<file path="config.mk">
export PLATFORM = sky130hd
export DESIGN_NAME = beam_wait_cmp
export DESIGN_NICKNAME = d
export VERILOG_FILES = /design/src/rtl/beam_wait_pkg.sv /design/src/rtl/wait_field_dec.sv /design/src/rtl/masked_ge_cmp.sv /design/src/rtl/beam_wait_cmp.sv
export SDC_FILE = /design/constraint.sdc
export NUM_CORES = 1
export LEC_CHECK = 0
export CAP_MARGIN = 20
export CORE_MARGIN = 3
export CORE_UTILIZATION = 29
export DETAILED_ROUTE_END_ITERATION = 10
export GPL_ROUTABILITY_DRIVEN = 0
export PLACE_DENSITY = 0.81
export SLEW_MARGIN = 20
export SYNTH_ARGS = -nofsm -noshare
export SYNTH_HDL_FRONTEND = slang
export SYNTH_SLANG_ARGS = --single-unit
</file>
<file path="constraint.sdc">
create_clock -name clk -period 0.86 [get_ports clk]
set_input_delay 0.172 -clock clk [delete_from_list [all_inputs] [get_ports clk]]
set_output_delay 0.172 -clock clk [all_outputs]
set_load 0.02 [all_outputs]
</file>
<file path="src/rtl/beam_wait_pkg.sv">
package beam_wait_pkg;
   // Instruction word width
   localparam int unsigned WORD_W   = 16;
   // Bit positions in the second word
   localparam int unsigned ENG_IGN_BIT = 15;
   localparam int unsigned SEL_BIT     = 0;

   // Comparator implementation variants
   typedef enum logic [0:0] {
      CMP_DIRECT = 1'b0,
      CMP_RIPPLE = 1'b1
   } cmp_style_e;
endpackage

</file>
<file path="src/rtl/wait_field_dec.sv">
module wait_field_dec
   import beam_wait_pkg::*;
#(
   parameter int unsigned VCNT_W  = 9,
   parameter int unsigned HCNT_W  = 9,
   parameter int unsigned VPOS_W  = 8,
   parameter int unsigned HPOS_W  = 7,
   localparam int unsigned HSTEP  = HCNT_W - HPOS_W,
   localparam int unsigned VM_W   = VPOS_W - 1,
   localparam int unsigned CMP_W  = VPOS_W + HPOS_W
)(
   input  logic [WORD_W-1:0] word_a,
   input  logic [WORD_W-1:0] word_b,
   input  logic [VCNT_W-1:0] vpos,
   input  logic [HCNT_W-1:0] hpos,
   output logic [CMP_W-1:0]  beam_m,
   output logic [CMP_W-1:0]  tgt_m,
   output logic              eng_ignore
);
   // Elaboration-time checks of the field layout
   if (VM_W + HPOS_W + 2 != WORD_W) begin : g_bad_word_b
      $error("second word fields do not fill the word");
   end
   if (VPOS_W + HPOS_W + 1 != WORD_W) begin : g_bad_word_a
      $error("first word fields do not fill the word");
   end
   if (VPOS_W >= VCNT_W) begin : g_bad_vcnt
      $error("vertical target must be narrower than the counter");
   end
   if (HPOS_W >= HCNT_W) begin : g_bad_hcnt
      $error("horizontal target must be narrower than the counter");
   end

   logic [VPOS_W-1:0] vmask_full;
   logic [HPOS_W-1:0] hmask;
   logic [VPOS_W-1:0] v_tgt;
   logic [HPOS_W-1:0] h_tgt;
   logic [VPOS_W-1:0] v_beam;
   logic [HPOS_W-1:0] h_beam;

   always_comb begin
      // the top vertical bit has no mask bit and is always compared
      vmask_full = {1'b1, word_b[ENG_IGN_BIT-1 -: VM_W]};
      hmask      = word_b[SEL_BIT+1 +: HPOS_W];
      v_tgt      = word_a[WORD_W-1 -: VPOS_W];
      h_tgt      = word_a[1 +: HPOS_W];
      // the counter MSBs above the target width and the low step bits are dropped
      v_beam     = vpos[VPOS_W-1:0];
      h_beam     = hpos[HCNT_W-1 -: HPOS_W];
      beam_m     = {v_beam & vmask_full, h_beam & hmask};
      tgt_m      = {v_tgt  & vmask_full, h_tgt  & hmask};
      eng_ignore = word_b[ENG_IGN_BIT];
   end
endmodule

</file>
<file path="src/rtl/masked_ge_cmp.sv">
module masked_ge_cmp
   import beam_wait_pkg::*;
#(
   parameter int unsigned W     = 15,
   parameter cmp_style_e  STYLE = CMP_RIPPLE
)(
   input  logic [W-1:0] a,
   input  logic [W-1:0] b,
   output logic         ge
);
   if (W < 1) begin : g_bad_w
      $error("comparator width must be positive");
   end

   if (STYLE == CMP_DIRECT) begin : g_direct
      assign ge = (a >= b);
   end else begin : g_ripple
      // carry chain from LSB: stage i holds a[i:0] >= b[i:0]
      logic [W:0] chain;
      assign chain[0] = 1'b1;
      for (genvar i = 0; i < W; i++) begin : g_bit
         assign chain[i+1] = (a[i] & ~b[i]) | (~(a[i] ^ b[i]) & chain[i]);
      end
      assign ge = chain[W];
   end


   always_comb begin
      if (a == b) begin
         equal_is_ge_chk: assert (ge);
      end
   end
endmodule

</file>
<file path="src/rtl/beam_wait_cmp.sv">
module beam_wait_cmp
   import beam_wait_pkg::*;
#(
   parameter int unsigned VCNT_W = 9,
   parameter int unsigned HCNT_W = 9,
   parameter int unsigned VPOS_W = 8,
   parameter int unsigned HPOS_W = 7,
   parameter cmp_style_e  STYLE  = CMP_RIPPLE,
   localparam int unsigned CMP_W = VPOS_W + HPOS_W
)(
   input  logic              clk,
   input  logic              rst_n,
   input  logic [15:0]       word_a,
   input  logic [15:0]       word_b,
   input  logic [VCNT_W-1:0] vpos,
   input  logic [HCNT_W-1:0] hpos,
   input  logic              copy_busy,
   output logic              reached
);
   if (WORD_W != 16) begin : g_bad_pkg
      $error("package word width must match the ports");
   end

   logic [CMP_W-1:0] beam_m;
   logic [CMP_W-1:0] tgt_m;
   logic             eng_ignore;
   logic             pos_ge;
   logic             cond;

   wait_field_dec #(
      .VCNT_W (VCNT_W),
      .HCNT_W (HCNT_W),
      .VPOS_W (VPOS_W),
      .HPOS_W (HPOS_W)
   ) u_dec (
      .word_a     (word_a),
      .word_b     (word_b),
      .vpos       (vpos),
      .hpos       (hpos),
      .beam_m     (beam_m),
      .tgt_m      (tgt_m),
      .eng_ignore (eng_ignore)
   );

   masked_ge_cmp #(
      .W     (CMP_W),
      .STYLE (STYLE)
   ) u_cmp (
      .a  (beam_m),
      .b  (tgt_m),
      .ge (pos_ge)
   );

   assign cond = pos_ge & (eng_ignore | ~copy_busy);

   always_ff @(posedge clk or negedge rst_n) begin
      if (!rst_n) reached <= 1'b0;
      else        reached <= cond;
   end


   reset_clear_chk: assert property (@(posedge clk) !rst_n |=> !reached);


   busy_hold_chk: assert property (@(posedge clk) disable iff (!rst_n)
      (!word_b[15] && copy_busy) |=> !reached);


   end_marker_chk: assert property (@(posedge clk) disable iff (!rst_n)
      (word_a == 16'hFFFF && word_b == 16'hFFFE && hpos <= 9'hE4) |=> !reached);


   latency_chk: assert property (@(posedge clk) disable iff (!rst_n)
      (word_b[15] && beam_m >= tgt_m) |=> reached);
endmodule

</file>
# == After elaboration in Yosys (flattened, before gate mapping) ==
# Index checks and enable logic that the tools add are counted.
# W data, S select, Z words.
# totals
reg_bits,1
latchBits,0
ramBits,0
romBits,0
out_inout_bits,1
elab_cells,97
memories,0
# classes
n_addsub,0
mul,0
div,0
magnitude_cmp,0
n_eq_ne,0
shift,0
muxes,0
bitwise,96
reduce_logical,0
# op_table
op,count
$not A1 Y1,31
$and A1 B1 Y1,30
$and A8 B8 Y8,2
$or A1 B1 Y1,16
$xor A1 B1 Y1,15
$and A7 B7 Y7,2

# == Logic depth before layout (Yosys ltp) ==
# logic_depth
ltp_word,33
ltp_mapped,6
mapped_depth_nobuf,6

# == Cells and area by module ==
# From an unflattened synthesis, not the netlist that was laid out.
# hier_totals
hier_cells,84
area_unflattened_um2,589.3
# modules_own_cells
mod,n_inst,cells_each,area_per_inst_um2,seq_area_each_um2
masked_ge_cmp,1,50,355.3,0.0
wait_field_dec,1,31,197.7,0.0
beam_wait_cmp,1,3,36.3,25.0

# == Least setup slack after synthesis ==
# OpenSTA, ideal clock, no wires.
# synth_timing
kind,input -> register
from,in word_b[12]
to,reg reached
setup_time_ns,0.139
t_arrival_ns,1.363
t_required_ns,0.721
path_slack_ns,-0.642
cell_stages,6
path_buffers,0
cell_sequence,and2_1 ha_1 a21o_1 a2111oi_4 a221o_1 a31oi_1
# synth_via
elab_chain_len,12
word_cells_on_any_way,15
# synth_rtl
element,line,source
from (decl),beam_wait_cmp.sv:14,"input logic [15:0] word_b,"
$and A8 B8 Y8 (on tied branches),"wait_field_dec.sv:50, wait_field_dec.sv:51",
$xor A1 B1 Y1,masked_ge_cmp.sv:22,assign chain[i+1] = (a[i] & ~b[i]) | (~(a[i] ^ b[i]) & chain[i]);
$not A1 Y1,masked_ge_cmp.sv:22,
$and A1 B1 Y1,masked_ge_cmp.sv:22,
$or A1 B1 Y1 *,masked_ge_cmp.sv:22,
$and A1 B1 Y1 *,masked_ge_cmp.sv:22,
$or A1 B1 Y1 *,masked_ge_cmp.sv:22,
$and A1 B1 Y1 *,masked_ge_cmp.sv:22,
$or A1 B1 Y1 *,masked_ge_cmp.sv:22,
$and A1 B1 Y1 *,masked_ge_cmp.sv:22,
$or A1 B1 Y1 *,masked_ge_cmp.sv:22,
$and A1 B1 Y1 *,beam_wait_cmp.sv:54,assign cond = pos_ge & (eng_ignore | ~copy_busy);
named net cond,beam_wait_cmp.sv:28,logic cond;
to (signal assigned),beam_wait_cmp.sv:58,else reached <= cond;
to (decl),beam_wait_cmp.sv:18,output logic reached
# The timed path passes the listed nets; every way through them passes the cells marked *.

# == Worst setup path in the final report ==
# layout_timing
from,in hpos[4]
to,reg reached
# layout_via
elab_chain_len,30
word_cells_on_any_way,31
# layout_rtl
element,line,source
from (decl),beam_wait_cmp.sv:16,"input logic [HCNT_W-1:0] hpos,"
$and A7 B7 Y7 *,wait_field_dec.sv:50,"beam_m = {v_beam & vmask_full, h_beam & hmask};"
$xor A1 B1 Y1,masked_ge_cmp.sv:22,
$not A1 Y1,masked_ge_cmp.sv:22,
$and A1 B1 Y1,masked_ge_cmp.sv:22,
$or A1 B1 Y1 *,masked_ge_cmp.sv:22,
$and A1 B1 Y1 *,masked_ge_cmp.sv:22,
$or A1 B1 Y1 *,masked_ge_cmp.sv:22,
$and A1 B1 Y1 *,masked_ge_cmp.sv:22,
[15 not listed],n/a,
$and A1 B1 Y1 *,masked_ge_cmp.sv:22,
$or A1 B1 Y1 *,masked_ge_cmp.sv:22,
$and A1 B1 Y1 *,masked_ge_cmp.sv:22,
$or A1 B1 Y1 *,masked_ge_cmp.sv:22,
$and A1 B1 Y1 *,masked_ge_cmp.sv:22,
$or A1 B1 Y1 *,masked_ge_cmp.sv:22,
$and A1 B1 Y1 *,beam_wait_cmp.sv:54,
named net cond,beam_wait_cmp.sv:28,
# Marks and branches as above.

==> flow_summary.json <==
{
  "outcome": "finished, violations left",
  "violated_checks": "setup timing",
  "vias": 651,
  "maxCapViolCount": 0,
  "setup_ws_ns": -0.705,
  "setup_repair_after_global_routing_missed_its_margin": "true",
  "critical_path.startpoint": "hpos[4]",
  "port_buffers": 48,
  "synthToLayoutAreaGrowth_pct": 156,
  "vias_per_cell": 5.09,
  "critPathKind": "input pin to register",
  "drt_first_iter_violations": 0,
  "grt_pass1_vias": 600,
  "finalMaxSlewViolations": 0,
  "holdCritPathClass": "input pin to asynchronous set/reset pin",
  "number_of_flip_flops_and_latches_in_the_synthesized_netlist": 1,
  "worst-slew-pin-transition_ns": 0.289,
  "antenna_cells": 0,
  "irDropWorstVdd_uv": 346,
  "final_hold_viol_count": 0,
  "highest_clock_frequency_the_design_can_meet_mhz": 639,
  "yosysWarnings": 0,
  "cts-hold-fix-buffers": 0,
  "wirelength_um": 1980,
  "synthArstFlopShare": 1.00,
  "grt_overflow": 0,
  "largest_reg_by_ff_count": "reached",
  "fin_tns_setup_ns": -0.705,
  "finish.net_count": 181,
  "crit_path_arrival_time_ns": 1.48,
  "grtUsageTotal": 0.142,
  "fp.dieArea_um2": 2170,
  "yosys_cell_types": 18,
  "antenna_found_initial": 0,
  "chipHeight_um": 46.6,
  "whs_ns": 0.324,
  "detailedRoute.firstPassIterationCount": 1,
  "synth_ff_type": "sky130_fd_sc_hd__dfrtp_1",
  "worst_max_slew_margin_expressed_relative_to_the_limit": 0.807,
  "synth_top_cells_by_count": "sky130_fd_sc_hd__ha_1 (14), sky130_fd_sc_hd__and2_1 (13), sky130_fd_sc_hd__nand2_1 (13)",
  "grt_max_degree": 4,
  "crit_fanout": 1,
  "ys_seq_area_frac": 0.0524,
  "yosysMostFrequentCell": "sky130_fd_sc_hd__ha_1",
  "synth_top_area_cell": "sky130_fd_sc_hd__ha_1",
  "dpl.hpwl_um": 1410,
  "rows": 14,
  "setup_violations": 1,
  "ant_nets": 0,
  "synth.avg_cell_area_um2": 8.10,
  "initial_core_util": 0.314,
  "die_w_um": 46.6,
  "reg.largest.list": "reached x1",
  "worst_setup_hold_path_clk_slew_ns": 0,
  "power_per_cell_area_nw_per_um2": 518,
  "setup.worst_path.end_class": "register",
  "synth_enable_flop_cells": 0,
  "routed_wire_length_per_instance_um": 15.5,
  "crit_path_start_kind": "input pin",
  "synth.area.top_cells": "sky130_fd_sc_hd__ha_1 (37%), sky130_fd_sc_hd__and2_1 (17%), sky130_fd_sc_hd__nand2_1 (10%)",
  "syn_area_um2": 478,
  "synthesis.nets": 126,
  "synth_instances": 59,
  "p_leak_nw": 0.612,
  "final_min_period_over_clock_period": 1.82,
  "cp_data_required_time_ns": 0.78,
  "ioPinCount": 54,
  "grt_first_pass_wirelength_um": 2340,
  "period_minus_slack_ns": 1.56,
  "max_ffs_per_register": 1,
  "layout_cell_share_with_drive_strength_beyond_1": 0.482,
  "synth_top_area_share": 0.366,
  "drc": 0,
  "fp.coreArea_um2": 1520
}
==> cell type report <==
type,instances,area (um^2)
Sequential cell,1,25.0
Fill cell,103,300
Tap cell,16,20.0
Multi-Input combinational cell,56,681
Inverter,2,7.51
Timing Repair Buffer,53,490
==> worst max-delay path, stage by stage <==
cell                              delay [ns]
sky130_fd_sc_hd__clkdlybuf4s50_1        0.41
sky130_fd_sc_hd__and2_4                 0.15
sky130_fd_sc_hd__ha_4                   0.25
sky130_fd_sc_hd__o21ai_2                0.05
sky130_fd_sc_hd__o21ai_2                0.16
sky130_fd_sc_hd__o311ai_2               0.14
sky130_fd_sc_hd__a31oi_1                0.15
==> placed cells by master (no fill, tap or decap), types with 3 or more instances in the layout <==
master	n
sky130_fd_sc_hd__dlymetal6s2s_1	11
sky130_fd_sc_hd__ha_2	3
sky130_fd_sc_hd__clkdlybuf4s15_1	4
sky130_fd_sc_hd__clkbuf_2	7
sky130_fd_sc_hd__nand2_2	6
sky130_fd_sc_hd__dlygate4sd2_1	14
sky130_fd_sc_hd__clkdlybuf4s50_1	9
sky130_fd_sc_hd__ha_4	10
sky130_fd_sc_hd__buf_4	5
sky130_fd_sc_hd__nand2_1	7
sky130_fd_sc_hd__and2_4	11
==> layer usage <==
metal,wire length (um),up-vias,GRT usage
met5,0,-,0
met4,26,0,0
met2,1140,24,0.277
met1,714,297,0.176
li1,-,328,-
met3,101,2,0.00781
==> kinds of logic after synthesis <==
family	count (synthesis)	share of synthesized area
AO/OA/AOI/OAI	13	0.254
adder cells (fa/ha/maj)	14	0.366
buffers and inverters	2	0.0157
flip-flops	1	0.0523
AND/OR/NAND/NOR	29	0.312
==> worst max path at each step <==
stage | slack (ns) | end
3_3_place_gp | -0.96 | reached
2_1_floorplan | -0.47 | reached
6_report | -0.70 | reached
3_5_place_dp | -1.01 | reached
4_1_cts | -0.74 | reached
5_1_grt | -0.75 | reached
==> per-stage QoR <==
step | power [mW] | instances | setup slack [ns] | utilization | cell area, um^2
after floorplan | 0.243 | 59 | -0.467 | - | 499
after global placement | 0.512 | 127 | -0.960 | 0.676 | 1030
after detailed placement | 0.522 | 127 | -1.01 | 0.676 | 1030
after CTS | 0.541 | 128 | -0.740 | 0.718 | 1090
after global routing | 0.686 | 128 | -0.754 | 0.803 | 1220
final | 0.634 | 128 | -0.705 | 0.803 | 1220
==> power by group <==
group	switching [mW]	leakage, nW	total (mW)	internal (mW)
registers	0.00125	0.0131	0.0555	0.0543
logic	0.214	0.599	0.578	0.364
clock network	0	0	0	0
total	0.215	0.612	0.634	0.418
==> what timing repair did <==
action / 4_1_cts / 5_1_grt
setup buffers: 1 / 0
resized for setup: 64 / 46
endpoints found under the setup margin: 2 / 1
pin swaps: 40 / 34
(Power assumes the default switching activity.)
